<file path="config.mk">
export PLATFORM = sky130hd
export DESIGN_NAME = frm_irq_coalesce
export DESIGN_NICKNAME = d
export VERILOG_FILES = /design/src/rtl/frm_irq_pkg.sv /design/src/rtl/frm_thresh_ctr.sv /design/src/rtl/frm_delay_tmr.sv /design/src/rtl/frm_irq_status.sv /design/src/rtl/frm_irq_coalesce.sv
export SDC_FILE = /design/constraint.sdc
export NUM_CORES = 1
export LEC_CHECK = 0
export ABC_AREA = 0
export CAP_MARGIN = 25
export CELL_PAD_IN_SITES_DETAIL_PLACEMENT = 0
export CELL_PAD_IN_SITES_GLOBAL_PLACEMENT = 1
export CORE_ASPECT_RATIO = 1.4
export CORE_MARGIN = 3
export CORE_UTILIZATION = 43
export DETAILED_ROUTE_END_ITERATION = 16
export HOLD_SLACK_MARGIN = 0.05
export PLACE_DENSITY_LB_ADDON = 0.2
export RECOVER_POWER = 25
export SLEW_MARGIN = 20
export SYNTH_ARGS = -nofsm -noshare
export SYNTH_HDL_FRONTEND = slang
export SYNTH_SLANG_ARGS = --single-unit
</file>
<file path="constraint.sdc">
create_clock -name clk -period 5.95 [get_ports clk]
set_clock_uncertainty 0.1 [all_clocks]
set_input_delay 1.4875 -clock clk [delete_from_list [all_inputs] [get_ports clk]]
set_output_delay 1.4875 -clock clk [all_outputs]
set_load 0.02 [all_outputs]
</file>
<file path="src/rtl/frm_irq_pkg.sv">
package frm_irq_pkg;
   localparam int NSRC = 3;
   typedef enum logic [1:0] {
      SRC_FRM = 2'd0,
      SRC_DLY = 2'd1,
      SRC_ERR = 2'd2
   } irq_src_e;
endpackage

</file>
<file path="src/rtl/frm_thresh_ctr.sv">
module frm_thresh_ctr #(
   parameter int W = 8
) (
   input  logic         clk,
   input  logic         rst_n,
   input  logic         wr,
   input  logic [W-1:0] wr_val,
   input  logic         tick,
   output logic         evt
);
   localparam logic [W-1:0] ONE = W'(1);

   if (W < 2) begin : g_bad_w
      $error("frm_thresh_ctr: W must be at least 2");
   end

   logic [W-1:0] thr_q, cnt_q, new_thr;
   logic         reload;

   // a zero threshold is promoted to the minimum of one
   assign new_thr = (wr_val == '0) ? ONE : wr_val;
   assign reload  = wr && (new_thr != thr_q);
   assign evt     = tick && !reload && (cnt_q == ONE);

   always_ff @(posedge clk) begin
      if (!rst_n) begin
         thr_q <= ONE;
         cnt_q <= ONE;
      end else if (reload) begin
         thr_q <= new_thr;
         cnt_q <= new_thr;
      end else if (tick) begin
         cnt_q <= (cnt_q == ONE) ? thr_q : cnt_q - ONE;
      end
   end

   p_thr_nonzero_r4: assert property (@(posedge clk) disable iff (!rst_n)
      thr_q != '0);
   p_cnt_nonzero_r3: assert property (@(posedge clk) disable iff (!rst_n)
      cnt_q != '0);
   p_reload_now_r5: assert property (@(posedge clk) disable iff (!rst_n)
      reload |=> (cnt_q == $past(new_thr)));
endmodule

</file>
<file path="src/rtl/frm_delay_tmr.sv">
module frm_delay_tmr #(
   parameter int W = 8
) (
   input  logic         clk,
   input  logic         rst_n,
   input  logic         wr,
   input  logic [W-1:0] wr_val,
   input  logic         ext_sync,
   input  logic         fsync,
   input  logic         frame_done,
   input  logic         line_tick,
   input  logic         sop,
   output logic         evt
);
   if (W < 2) begin : g_bad_w
      $error("frm_delay_tmr: W must be at least 2");
   end

   logic [W-1:0] dly_q, cnt_q, cnt_nx;
   logic         armed_q, reload, trig, last;

   assign reload = wr && (wr_val != dly_q);
   assign trig   = ext_sync ? fsync : frame_done;
   assign cnt_nx = cnt_q + W'(1);
   assign last   = (cnt_nx == dly_q);
   assign evt    = armed_q && line_tick && last && !sop && !reload && !trig;

   always_ff @(posedge clk) begin
      if (!rst_n)      dly_q <= '0;
      else if (reload) dly_q <= wr_val;
   end

   // priority: packet activity, then reload, then start, then counting
   always_ff @(posedge clk) begin
      if (!rst_n) begin
         armed_q <= 1'b0;
         cnt_q   <= '0;
      end else if (sop) begin
         armed_q <= 1'b0;
         cnt_q   <= '0;
      end else if (reload) begin
         armed_q <= armed_q && (wr_val != '0);
         cnt_q   <= '0;
      end else if (trig) begin
         armed_q <= (dly_q != '0);
         cnt_q   <= '0;
      end else if (armed_q && line_tick) begin
         if (last) begin
            armed_q <= 1'b0;
            cnt_q   <= '0;
         end else begin
            cnt_q   <= cnt_nx;
         end
      end
   end

   p_cnt_below_dly_r6: assert property (@(posedge clk) disable iff (!rst_n)
      armed_q |-> (cnt_q < dly_q));
   p_sop_stops_r8: assert property (@(posedge clk) disable iff (!rst_n)
      sop |=> !armed_q);
   p_zero_disarms_r9: assert property (@(posedge clk) disable iff (!rst_n)
      (dly_q == '0) |-> !armed_q);
endmodule

</file>
<file path="src/rtl/frm_irq_status.sv">
module frm_irq_status #(
   parameter int N = frm_irq_pkg::NSRC
) (
   input  logic         clk,
   input  logic         rst_n,
   input  logic [N-1:0] set,
   input  logic [N-1:0] clr,
   input  logic [N-1:0] en,
   output logic [N-1:0] sts,
   output logic         irq
);
   if (N < 1) begin : g_bad_n
      $error("frm_irq_status: N must be at least 1");
   end

   for (genvar i = 0; i < N; i++) begin : g_flag
      always_ff @(posedge clk) begin
         if (!rst_n)      sts[i] <= 1'b0;
         else if (set[i]) sts[i] <= 1'b1;
         else if (clr[i]) sts[i] <= 1'b0;
      end

      p_set_sticks_r12: assert property (@(posedge clk) disable iff (!rst_n)
         set[i] |=> sts[i]);
      p_clr_works_r12: assert property (@(posedge clk) disable iff (!rst_n)
         (clr[i] && !set[i]) |=> !sts[i]);
   end

   assign irq = |(sts & en);
endmodule

</file>
<file path="src/rtl/frm_irq_coalesce.sv">
module frm_irq_coalesce #(
   parameter int CNT_W = 8
) (
   input  logic             clk,
   input  logic             rst_n,
   input  logic             cfg_we,
   input  logic [CNT_W-1:0] cfg_thresh,
   input  logic [CNT_W-1:0] cfg_delay,
   input  logic             cfg_en_frm,
   input  logic             cfg_en_dly,
   input  logic             cfg_en_err,
   input  logic             ext_sync,
   input  logic             frame_start,
   input  logic             fsync,
   input  logic             frame_done,
   input  logic             line_tick,
   input  logic             sop,
   input  logic             err_in,
   input  logic             clr_frm,
   input  logic             clr_dly,
   input  logic             clr_err,
   output logic             sts_frm,
   output logic             sts_dly,
   output logic             sts_err,
   output logic             irq
);
   import frm_irq_pkg::*;

   logic [NSRC-1:0] en_q, set_v, clr_v, sts_v;
   logic            frm_evt, dly_evt;

   always_ff @(posedge clk) begin
      if (!rst_n)      en_q <= '0;
      else if (cfg_we) begin
         en_q[SRC_FRM] <= cfg_en_frm;
         en_q[SRC_DLY] <= cfg_en_dly;
         en_q[SRC_ERR] <= cfg_en_err;
      end
   end

   frm_thresh_ctr #(.W(CNT_W)) u_thr (
      .clk(clk), .rst_n(rst_n), .wr(cfg_we), .wr_val(cfg_thresh),
      .tick(frame_start), .evt(frm_evt)
   );

   frm_delay_tmr #(.W(CNT_W)) u_dly (
      .clk(clk), .rst_n(rst_n), .wr(cfg_we), .wr_val(cfg_delay),
      .ext_sync(ext_sync), .fsync(fsync), .frame_done(frame_done),
      .line_tick(line_tick), .sop(sop), .evt(dly_evt)
   );

   always_comb begin
      set_v          = '0;
      clr_v          = '0;
      set_v[SRC_FRM] = frm_evt;
      set_v[SRC_DLY] = dly_evt;
      set_v[SRC_ERR] = err_in;
      clr_v[SRC_FRM] = clr_frm;
      clr_v[SRC_DLY] = clr_dly;
      clr_v[SRC_ERR] = clr_err;
   end

   frm_irq_status #(.N(NSRC)) u_sts (
      .clk(clk), .rst_n(rst_n), .set(set_v), .clr(clr_v), .en(en_q),
      .sts(sts_v), .irq(irq)
   );

   assign sts_frm = sts_v[SRC_FRM];
   assign sts_dly = sts_v[SRC_DLY];
   assign sts_err = sts_v[SRC_ERR];

   p_masked_quiet_r13: assert property (@(posedge clk) disable iff (!rst_n)
      (en_q == '0) |-> !irq);
   p_err_sets_r11: assert property (@(posedge clk) disable iff (!rst_n)
      err_in |=> sts_err);
endmodule

</file>
Yosys cells after proc, flatten, opt, wreduce, memory -nomap -nowiden
Cells that the tools add are included.
{"block": "classes", "eq_ne": 4, "n_mux": 16, "reduce_logical": 27, "bitwise": 2, "addsub": 2}
{"op": "2-to-1 mux 8 bit", "n": 5}
{"op": "!= test 8 bit", "n": 2}
{"op": "nonzero test 8 bit", "n": 2}
{"op": "2-to-1 mux 1 bit", "n": 11}
{"op": "logical AND 1 bit", "n": 10}
{"op": "adder 8 x 1 -> 8 bit, second input constant", "n": 1}
{"op": "equality test 8 x 1 -> 1 bit, second input constant", "n": 1}
{"op": "equality test 8 bit", "n": 1}
{"op": "zero test 8 bit", "n": 1}
{"op": "nonzero test 2 bit", "n": 4}
{"op": "subtractor 8 x 1 -> 8 bit, second input constant", "n": 1}
{"op": "nonzero test 3 bit", "n": 2}
{"op": "zero test 1 bit", "n": 4}
{"op": "OR reduction 4 bit", "n": 1}
{"op": "AND 3 bit", "n": 1}
{"op": "OR reduction 3 bit", "n": 1}
{"op": "AND reduction 2 bit", "n": 1}
{"op": "OR reduction 2 bit", "n": 1}
{"op": "inverter 1 bit", "n": 1}
{"block": "totals", "elab_cells": 60, "output_inout_bits": 4, "inputBits": 32, "ff_bits": 39}

Logic depth before layout (Yosys ltp)
Gate-level depths: netlist of the first run.
{"block": "depth", "word_depth": 8, "ltp_mapped": 9, "ltp_nobuf": 8}

By module
A second synthesis of the first run with hierarchy kept.
{"block": "unflattened", "cells_unflattened": 254, "area_unflattened_um2": 2254.7}
{"module": "frm_delay_tmr", "area_each_um2": 1067.3, "cells_each": 125, "seq_area_each_um2": 340.3, "instances": 1}
{"module": "frm_thresh_ctr", "area_each_um2": 963.4, "cells_each": 109, "seq_area_each_um2": 320.3, "instances": 1}
{"module": "frm_irq_status", "area_each_um2": 115.1, "cells_each": 11, "seq_area_each_um2": 60.1, "instances": 1}
{"module": "frm_irq_coalesce", "area_each_um2": 108.9, "cells_each": 9, "seq_area_each_um2": 60.1, "instances": 1}

Least setup slack after synthesis of the first run
Ideal clock, no wire load.
{"block": "synth_path", "kind": "input port to flip-flop", "from": "input port cfg_thresh[5]", "to": "register u_thr.cnt_q[1]", "path_stages": 8, "path_buffers": 2, "setup_slack_ns": 2.926, "t_arrival_ns": 2.866, "cell_sequence": "xor2_1 nor4_1 nand4_1 o21ai_0 and2_1 clkbuf_1 buf_2 a22o_1"}
{"block": "synth_between", "elab_chain_len": 5, "word_cells_on_any_way": 6, "cone_classes": "1 x eq/ne; 2 x mux; 3 x reduce/logical"}
{"item": "from (decl)", "line_no": "frm_irq_coalesce.sv:7", "rtl": "input logic [CNT_W-1:0] cfg_thresh,"}
{"item": "zero test 8 bit", "line_no": "frm_thresh_ctr.sv:21", "rtl": "assign new_thr = (wr_val == '0) ? ONE : wr_val;"}
{"item": "2-to-1 mux 8 bit *", "line_no": "frm_thresh_ctr.sv:21"}
{"item": "!= test 8 bit", "line_no": "frm_thresh_ctr.sv:22", "rtl": "assign reload = wr && (new_thr != thr_q);"}
{"item": "logical AND 1 bit", "line_no": "frm_thresh_ctr.sv:22"}
{"item": "2-to-1 mux 8 bit / nonzero test 2 bit (equally long branches)"}
{"item": "to (signal assigned)", "line_no": "frm_thresh_ctr.sv:31", "rtl": "cnt_q <= new_thr;"}
{"item": "to (signal assigned)", "line_no": "frm_thresh_ctr.sv:33", "rtl": "cnt_q <= (cnt_q == ONE) ? thr_q : cnt_q - ONE;"}
{"item": "to (decl)", "line_no": "frm_thresh_ctr.sv:17", "rtl": "logic [W-1:0] thr_q, cnt_q, new_thr;"}
Every way passes the cells marked *; elsewhere a longest branch is shown, timed or not.
A chain may end at the register's enable or synchronous reset.

Worst setup path after layout of the first run
Ends and elaborated chain as after synthesis.

==> results.md, run 1 <==
- Initial antenna violation count: 0
- Post-synth top flop: dfxtp_1
- Endpoint type of the worst setup path: register
- RSZ-0062 raised after global routing: no
- Layout cells sized above 1: 4.05%
- Clk_lat worst skew: ~0.29 ns
- Iteration-0 DRC Markers: about 120
- Pre-Repair DR Iteration Count: 5
- Post-Place Cells: 352
- Fin crit share: a little over three fifths
- Largest net degree at the start of global routing: 16
- Die Ht: 90.8 um
- Reg clk slew, reported paths: ~0.070 ns
- Slew Limit Fails: 0
- Top post-synthesis cells by area: dfxtp_1 35%, xnor2_1 9.1%, mux2i_1 6.3%
- Worst Hold Depth: 2
- Starting Density: about 45%
- R2r worst-path depth: 7
- Post-Layout Inst Area: between 2000 and 3000 um^2
- Hold Buf Count CTS: 0
- Hold_sp: en_q[0]
- FF+latch area: approximately 800 um^2
- Total Wirelength: roughly 5400 um
- Crit Path Category: input pin to register
- Core area: 4920 um^2
- Hold EP: en_q[0]
- Yosys top cell by area: dfxtp_1
- Seq/Total Area, Yosys: a little over a third
- Synth async-reset ratio: 0%
- Synth-to-layout area growth: 20.7%
- TritonCTS clock tree: done
- Port bufs: 35
- Setup Fix Bufs, Post-CTS: 0
- Filler instances: between 400 and 500
- Clock sink count: 39
- FP Rows: 30
- Post_cts resized: 0
- Startpoint types: input pin
- Layout Cells excl Fill: 360
- CP peak stage delay: ~0.74 ns
- Crit path max-delay family: simple AND/OR/NAND/NOR gates
- DRT antenna net count: 0
- Syn avg cell area: ~8.4 um^2
- FMAX: 268 MHz
- Worst-Margin Slew: roughly 0.94 ns
- Die W: ~67 um
- Worst R2R End: u_dly.armed_q
- Die area: about 6000 um^2
- DP Area: between 2000 and 3000 um^2
- Synth top cells by count: 39 x dfxtp_1, 32 x nor2_1, 23 x xnor2_1
- Max_cap viols: 0
- Vias in the first global route: ~1,900
- Cell depth of the worst setup path: 7
- Crit path cell chain: dlygate4sd3_1 > nor4_1 > a21oi_1 > xnor2_1 > o21ai_0 > nor2_1 > a22o_1
- CP max FO: 14
- Slew headroom: 37.3%
- Gr usage total: 18.9%
- # DRC: 0
- Final antenna diode count: 0
- Final setup violation count: 0
- Cell area after synthesis: 2210 um^2
- Nets: between 300 and 400
- Vias per cell: roughly 5.6
- Overflow after GRT: 0
- # H-tree levels: 2
- Final GP Congestion: 0.825
- Global-route wire length before repair: about 8900 um
- Post-synth top area share: between 30% and 40%
- Cts bufs inserted: 5
- Worst EP required: around 6 ns
- Net Count, Synth: 299
- Final HPWL DP: 4130 um
- Multi-input logic area: around 1300 um^2
- Max VDD drop: just under 0.1 mV
- Fin crit period: roughly 3.7 ns
- CP arrival: between 3 and 4 ns
- Util after Layout: a little over half
- Total Neg Setup Slack: 0 ns
- Outcome: complete, no violations
- Mapped Cells: ~260
- CTS Root Cell: clkbuf_8
- Via count: 1,998
- Io pins: 36
- Reg-to-reg startpoint: u_dly.cnt_q[0]
- Number of library cell types mapped by synthesis: 43
- Most frequent cell after synthesis: dfxtp_1
- Number of flops mapped to enable cells by yosys: 0
- CP Buf/Inv Count: 1
- PwrDens: roughly 220 nW/um^2
- Synth warn: 0
- Leakage: ~1 nW
- Synth Register Bits: 39
- Reg-to-reg setup timing slack: ~3.4 ns
- Slowest CP cell: nor2_1
- Worst Hold Class: register to register
- Routed len/inst: roughly 15 um
- Largest buffer count on any clock path: 2
- Final Hold Viols: 0
==> where the power goes <==
part / leakage [nW] / switching (mW) / internal (mW)
clock: 0.0422 / 0.0887 / 0.0823
sequential: 0.320 / 0.0156 / 0.275
combinational: 0.640 / 0.0589 / 0.0607
==> layout make-up <==
cell class | count | share of cell area [%]
clock buffers | 7 | 2.86
well taps | 64 | 3.00
repair buffers | 36 | 13.3
clock inverters | 1 | 0.188
multi-input cells | 202 | 49.9
flip-flops and latches | 39 | 29.3
inverters | 11 | 1.55
==> cells in the final DEF, fill, tap and decap left out, drive strengths merged, types with 3 or more instances in the layout <==
| cell type | instances |
|---|---|
| clkbuf | 8 |
| and2 | 3 |
| o22ai | 4 |
| xnor2 | 23 |
| nand4 | 5 |
| nand3 | 5 |
| a22oi | 3 |
| nand2 | 20 |
| a21oi | 10 |
| xor2 | 11 |
| dfxtp | 39 |
| ha | 3 |
| or3 | 4 |
| clkdlybuf4s50 | 30 |
| dlygate4sd3 | 5 |
| or2 | 3 |
| nor2b | 3 |
| mux2i | 14 |
| nor2 | 32 |
| inv | 11 |
| a22o | 14 |
| nor4 | 7 |
| nor3 | 6 |
| o21ai | 12 |
==> through the flow <==
stage	worst slack, ns	hold WS [ns]	power (mW)
6_report	2.22	0.406	0.581
5_1_grt	2.00	0.424	0.614
4_1_cts	2.33	0.412	0.590
3_5_place_dp	2.03	0.391	0.417
3_3_place_gp	2.09	0.377	0.417
2_1_floorplan	2.93	0.359	0.371
==> state kept, by name, indices dropped and copies added, names as in the netlist <==
name and cells:
u_dly.cnt_q 8, u_dly.dly_q 8, u_thr.cnt_q 8, u_sts.sts 3, u_thr.thr_q 8, u_dly.armed_q 1
en_q 3
==> routing by layer <==
layer  part of all wire [%]  track usage, %  vias to the layer above  wire, um
li1                       -               -                      999         -
met1                     39            20.5                      942      2080
met2                     56            35.0                       51      3010
met3                    4.0            3.61                        6       215
met4                    1.2            6.44                        0        64
met5                      0               0                        -         0
==> how the worst max path moves through the flow <==
| stage | from | to | slack (ns) |
|---|---|---|---|
| 3_3_place_gp | cfg_thresh[5] | u_thr.thr_q[2] | 2.09 |
| 3_5_place_dp | cfg_thresh[5] | u_thr.cnt_q[1] | 2.03 |
| 4_1_cts | cfg_thresh[5] | u_thr.cnt_q[1] | 2.33 |
| 6_report | cfg_thresh[5] | u_thr.cnt_q[1] | 2.22 |
| 5_1_grt | cfg_thresh[5] | u_thr.cnt_q[1] | 2.00 |
| 2_1_floorplan | cfg_thresh[5] | u_thr.cnt_q[1] | 2.93 |
==> worst reg2reg max path, delay by kind of cell, from the launching register on <==
family | cells | cell delay, ns
AO/OA/AOI/OAI | 4 | 0.90
adder cells (fa/ha/maj) | 1 | 0.29
flip-flops | 1 | 0.44
AND/OR/NAND/NOR | 2 | 0.64
==> logic make-up (layout without fill, tap and decap cells) <==
| kind of cell | Yosys count | count (layout) | share of synthesized area [%] |
|---|---|---|---|
| buf+inv | 23 | 55 | 4.47 |
| mux | 14 | 14 | 6.34 |
| compound gates | 55 | 55 | 17.2 |
| xor+xnor | 34 | 34 | 13.5 |
| simple gates | 96 | 96 | 21.5 |
| fa+ha+maj | 3 | 3 | 1.70 |
| flops | 39 | 39 | 35.3 |
Power figures use the tool's default switching activity.
==> inputs of run 2 (changes only) <==
- CORE_UTILIZATION: 43 -> 36
- clock period: 5.95 -> 3.4 ns (I/O delays scaled with it)
==> run 2 against run 1 <==
Compared with the run above: hold slack got worse by 0.0061 ns; cell count increased by 3.6%; core utilization shrank 8.0 points; sequential power up 76%; critical path type unchanged; via count decreased by 0.15%; setup slack worse by 1.9 ns; first-iteration DRC count decreased by 59%; final area is 2.3% higher.
==> results.md, run 2 (synthesis results as in run 1) <==
- Leakage: 1.04 nW (+4.0%)
- Overflow after GRT: 0 (unchanged)
- Final GP Congestion: 0.751 (-9.0%)
- Gr usage total: 16.7% (-2.2 points)
- CP arrival: 3.18 ns (-0.68 ns)
- # DRC: 0 (unchanged)
- TritonCTS clock tree: done
- Setup Fix Bufs, Post-CTS: 0 (unchanged)
- Total Neg Setup Slack: 0 ns (unchanged)
- Global-route wire length before repair: 9410 um (+5.3%)
- Vias per cell: 5.35 (-3.6%)
- Hold Buf Count CTS: 0 (unchanged)
- Total Wirelength: 5640 um (+4.9%)
- Iteration-0 DRC Markers: 47 (-59%)
- Nets: 337 (+2.1%)
- Hold_sp: en_q[0]
- Via count: 1,995 (-0.15%)
- Met2 Track Usage GR: 28.8% (-6.2 points)
- Vias in the first global route: 1,890 (-2.2%)
- M1 GR Usage: 20.0% (-0.51 points)
- FP Rows: 33 (+10%)
- Initial antenna violation count: 0 (unchanged)
- Endpoint type of the worst setup path: register
- Worst Hold Class: register to register
- GRT Max-Usage Layer: met2
- Layout cells sized above 1: 6.93% (+2.9 points)
- Final antenna diode count: 0 (unchanged)
- Routed len/inst: 15.1 um (+1.2%)
- CTS Root Cell: clkbuf_8
- Pre-Repair DR Iteration Count: 4 (-1)
- Largest net degree at the start of global routing: 15 (-1)
- Startpoint types: input pin
- Worst EP required: 3.54 ns (-2.54 ns)
- CP max FO: 14 (unchanged)
- Commonest non-fill, non-tap cell in the layout: dfxtp_1
- Die area: 7130 um^2 (+18%)
- Worst-Margin Slew: 0.944 ns (+0.00670 ns)
- PwrDens: 381 nW/um^2 (+75%)
- Clk_lat worst skew: 0.30 ns (about the same)
- RSZ-0062 raised after global routing: no
- Slew headroom: 36.8% (-0.45 points)
- Port bufs: 35 (unchanged)
- Reg-to-reg startpoint: u_dly.cnt_q[0]
- Reg clk slew, reported paths: 0.08 ns (about the same)
- Most frequent cells in the layout: 39 x dfxtp_1, 32 x nor2_1, 30 x clkdlybuf4s50_1
- Fin crit share: a little under 90%
- Synth-to-layout area growth: 23.6%
- Outcome: complete, no violations
- Max_cap viols: 0 (unchanged)
- Worst slack, placed: 0.177 ns (-1.85 ns)
- # H-tree levels: 2 (unchanged)
- Layout Cells excl Fill: 373 (+3.6%)
- Cts bufs inserted: 5 (unchanged)
- Die W: 72.2 um (+8.5%)
- Die Ht: 98.7 um (+8.7%)
- Core area: 5900 um^2 (+20%)
- Final setup violation count: 0 (unchanged)
- DRT antenna net count: 0 (unchanged)
- Fin crit period: approximately 3.0 ns
- Post_cts resized: 0 (unchanged)
- Critical path origin: cfg_thresh[5]
- Starting Density: 37.4% (-7.5 points)
- Met3 Use GR: 3.57% (-0.040 points)
- Crit Path Category: input pin to register
- Io pins: 36 (unchanged)
- Final Hold Viols: 0 (unchanged)
- Clock sink count: 39 (unchanged)
- Largest buffer count on any clock path: 2 (unchanged)
- Max VDD drop: 0.148 mV (+51%)
- FMAX: roughly 330 MHz
- Final WS setup: 0.359 ns (-1.86 ns)
- Final HPWL DP: 4380 um (+5.8%)
- Post-Place Cells: 365 (+3.7%)
- Slew Limit Fails: 0 (unchanged)
## run 2: changes by cell type in the layout (fill, tap and decap cells not counted), sizes merged
cell / change
clkinv: +2
buf: +7
clkbuf: -2
## run 2: routing by layer
layer,share of wire [%],vias up
met5,0,-
met4,2.1,0
met3,4.0,10
met2,52,41
met1,42,934
li1,-,1010
## run 2: path summary, 6_finish.rpt
path,end,slack (ns),cells after the start
min reg2reg,en_q[0],0.40,2
max reg2reg,u_dly.armed_q,0.94,7
min,en_q[0],0.40,2
max,u_thr.cnt_q[3],0.36,7
## run 2: per-stage QoR
stage | hold slack, ns | power, mW | util [%] | instance area (um^2)
finish | 0.399 | 1.04 | 46.2 | 2730
floorplan | 0.359 | 0.650 | - | 2210
global placement | 0.374 | 0.737 | 44.9 | 2650
global route | 0.434 | 1.10 | 46.2 | 2730
CTS | 0.406 | 1.05 | 46.3 | 2730
detailed placement | 0.388 | 0.737 | 44.9 | 2650
## run 2: final cells by class
class / count / area (um^2)
fill: 609 / 3170
timing repair buffer: 43 / 407
clock buffer: 5 / 68.8
inverter: 11 / 41.3
clock inverter: 3 / 15.0
sequential: 39 / 781
tap: 70 / 87.6
multi-input combinational: 202 / 1330
## run 2: power by group
| group | leakage [nW] | switching (mW) | total, mW | internal [mW] |
|---|---|---|---|---|
| Combinational | 0.675 | 0.103 | 0.214 | 0.111 |
| Clock | 0.0477 | 0.174 | 0.315 | 0.141 |
| Sequential | 0.320 | 0.0290 | 0.510 | 0.481 |
| Total | 1.04 | 0.306 | 1.04 | 0.733 |
## run 2: worst max-delay path, cell delays in order
cell,delay [ns]
dlygate4sd3_1,0.62
nor4_1,0.31
a21oi_1,0.15
xnor2_1,0.14
o21ai_0,0.11
nor2_1,0.74
a22o_1,0.26
==> inputs of run 3 (changes only) <==
--- a/config.mk
+++ b/config.mk
@@ -9,7 +9,5 @@
 export CAP_MARGIN = 25
-export CELL_PAD_IN_SITES_DETAIL_PLACEMENT = 0
-export CELL_PAD_IN_SITES_GLOBAL_PLACEMENT = 1
 export CORE_ASPECT_RATIO = 1.4
 export CORE_MARGIN = 3
-export CORE_UTILIZATION = 36
+export CORE_UTILIZATION = 48
 export DETAILED_ROUTE_END_ITERATION = 16
@@ -18,3 +16,2 @@
 export RECOVER_POWER = 25
-export SLEW_MARGIN = 20
 export SYNTH_ARGS = -nofsm -noshare
--- a/constraint.sdc
+++ b/constraint.sdc
@@ -4,2 +4,2 @@
 set_output_delay 0.85 -clock clk [all_outputs]
-set_load 0.02 [all_outputs]
+set_load 0.005 [all_outputs]
==> run 3 against run 2 <==
Compared with the run above: hold slack improved by 0.0038 ns; die area decreased by 23%; maximum frequency increased by 0.89%; sequential share of layout area increased by 0.053 points; via count decreased by 0.40%; sequential power about the same; non-clock buffer count decreased by 3; critical endpoint is now u_thr.cnt_q[2]; largest power group unchanged.
==> results.md, run 3 (synthesis results as in run 1) <==
- Final setup violation count: 0 (unchanged)
- CTS Root Cell: clkbuf_8
- Starting Density: 50.9% (+13 points)
- Leakage: 1.04 nW (-0.49%)
- Total Wirelength: 5130 um (-9.0%)
- Via count: 1,987 (-0.40%)
- Outcome: complete, no violations
- RSZ-0062 raised after global routing: no
- Setup Fix Bufs, Post-CTS: 0 (unchanged)
- Filler instances: 420 (-31%)
- TritonCTS clock tree: done
- FMAX: 332 MHz (+0.89%)
- Critical path origin: cfg_thresh[5]
- Overflow after GRT: 0 (unchanged)
- Iteration-0 DRC Markers: 114 (+140%)
- Routed len/inst: 14.3 um (-5.7%)
- # DRC: 0 (unchanged)
- Die area: 5460 um^2 (-23%)
- Layout cells sized above 1: 5.67% (-1.3 points)
- # H-tree levels: 2 (unchanged)
- Global-route wire length before repair: 8760 um (-6.9%)
- Fin Hold WS: 0.403 ns (+0.00377 ns)
- Final HPWL DP: 3950 um (-9.8%)
- NetSw: 0.290 mW (-5.2%)
- Clk_lat worst skew: 0.29 ns (about the same)
- Total Neg Setup Slack: 0 ns (unchanged)
- Internal power: 0.827 mW (+13%)
- Endpoint type of the worst setup path: register
- CP max FO: 14 (unchanged)
- Reg clk slew, reported paths: 0.08 ns (about the same)
- Die W: 63.3 um (-12%)
- Commonest non-fill, non-tap cell in the layout: dfxtp_1
- Largest net degree at the start of global routing: 16 (+1)
- Clock share of power: 35.8% (+5.5 points)
- Initial antenna violation count: 0 (unchanged)
- Io pins: 36 (unchanged)
- Cts bufs inserted: 5 (unchanged)
- Worst-Margin Slew: 0.916 ns (-0.0280 ns)
- Max VDD drop: 0.216 mV (+46%)
- Slew headroom: 38.7% (+1.9 points)
- Startpoint types: input pin
- Worst Hold Class: register to register
- Core area: 4340 um^2 (-26%)
- Vias in the first global route: 1,905 (+0.79%)
- Gr usage total: 20.2% (+3.5 points)
- Max_cap viols: 0 (unchanged)
- PwrDens: 410 nW/um^2 (+7.7%)
- DRT antenna net count: 0 (unchanged)
- Fin crit period: 3.01 ns (-0.0267 ns)
- Comb power frac: 18.7% (-1.9 points)
- Reg power frac: 45.5% (-3.6 points)
- Reg-to-reg startpoint: u_dly.cnt_q[0]
- Worst EP required: 3.53 ns (about the same)
- CP arrival: 3.14 ns (-0.04 ns)
- FP Rows: 28 (-15%)
- Synth-to-layout area growth: 23.3%
- Vias per cell: 5.52 (+3.2%)
- Hold_sp: en_q[0]
- Clock sink count: 39 (unchanged)
- Largest buffer count on any clock path: 2 (unchanged)
- Final antenna diode count: 0 (unchanged)
- Crit Path Category: input pin to register
- PnR Total Power: 1.12 mW (+7.5%)
- Final Hold Viols: 0 (unchanged)
- Pre-Repair DR Iteration Count: 4 (unchanged)
- Hold Buf Count CTS: 0 (unchanged)
- Final GP Congestion: 0.853 (+14%)
- Post_cts resized: 0 (unchanged)
- Die Ht: 86.3 um (-13%)
- Port bufs: 35 (unchanged)
- Sw frac: 26.0% (-3.5 points)
- Slew Limit Fails: 0 (unchanged)
- Nets: 334 (-0.89%)
- Fin crit share: 88.6% (-0.79 points)
- Most frequent cells in the layout: 39 x dfxtp_1, 32 x nor2_1, 30 x clkdlybuf4s50_1
run 3: changes by cell type in the layout (fill, tap and decap cells not counted):
cell       delta
buf_4         -4
bufinv_16     +1
clkbuf_1      +1
clkbuf_8      +1
clkinv_2      -2
o21ai_0       -1
o21ai_1       +1
run 3: final timing paths:
| kind | cells after the start | endpoint | slack, ns |
|---|---|---|---|
| max | 7 | u_thr.cnt_q[2] | 0.39 |
| min | 2 | en_q[0] | 0.40 |
| max reg2reg | 7 | u_dly.armed_q | 0.93 |
| min reg2reg | 2 | en_q[0] | 0.40 |
run 3: layout make-up:
cell class              count  area [um^2]  share of cell area [%]
clock buffers               6         82.6                    3.03
inverters                  11         41.3                    1.52
multi-input cells         202         1330                    48.8
repair buffers             40          380                    14.0
flip-flops and latches     39          781                    28.7
clock inverters             2         35.0                    1.29
well taps                  60         75.1                    2.75
run 3: critical path, cell delays in order:
cell and delay, ns:
dlygate4sd3_1 0.60, nor4_1 0.31, a21oi_1 0.14, xnor2_1 0.14
o21ai_0 0.11, nor2_1 0.73, a22o_1 0.26
run 3: stage by stage:
step | area [um^2] | instances | setup WS [ns] | utilization [%]
finish | 2730 | 360 | 0.386 | 62.7
floorplan | 2210 | 264 | 1.01 | -
detailed placement | 2620 | 352 | 0.222 | 60.2
global placement | 2620 | 352 | 0.299 | 60.2
CTS | 2730 | 360 | 0.500 | 62.9
global route | 2730 | 360 | 0.163 | 62.7
run 3: power groups by stage:
stage	combinational (mW)	clock, mW	sequential [mW]
after CTS	0.212	0.410	0.508
after global routing	0.231	0.428	0.513
after detailed placement	0.210	0	0.519
final	0.208	0.400	0.508
after global placement	0.208	0	0.518
after floorplan	0.140	0	0.509
run 3: per-layer routing:
| metal | share of wire [%] | global-route usage (%) | vias up |
|---|---|---|---|
| met3 | 2.6 | 3.37 | 8 |
| met4 | 1.8 | 7.66 | 0 |
| li1 | - | - | 1006 |
| met5 | 0 | 0 | - |
| met2 | 55 | 38.7 | 35 |
| met1 | 40 | 21.8 | 938 |
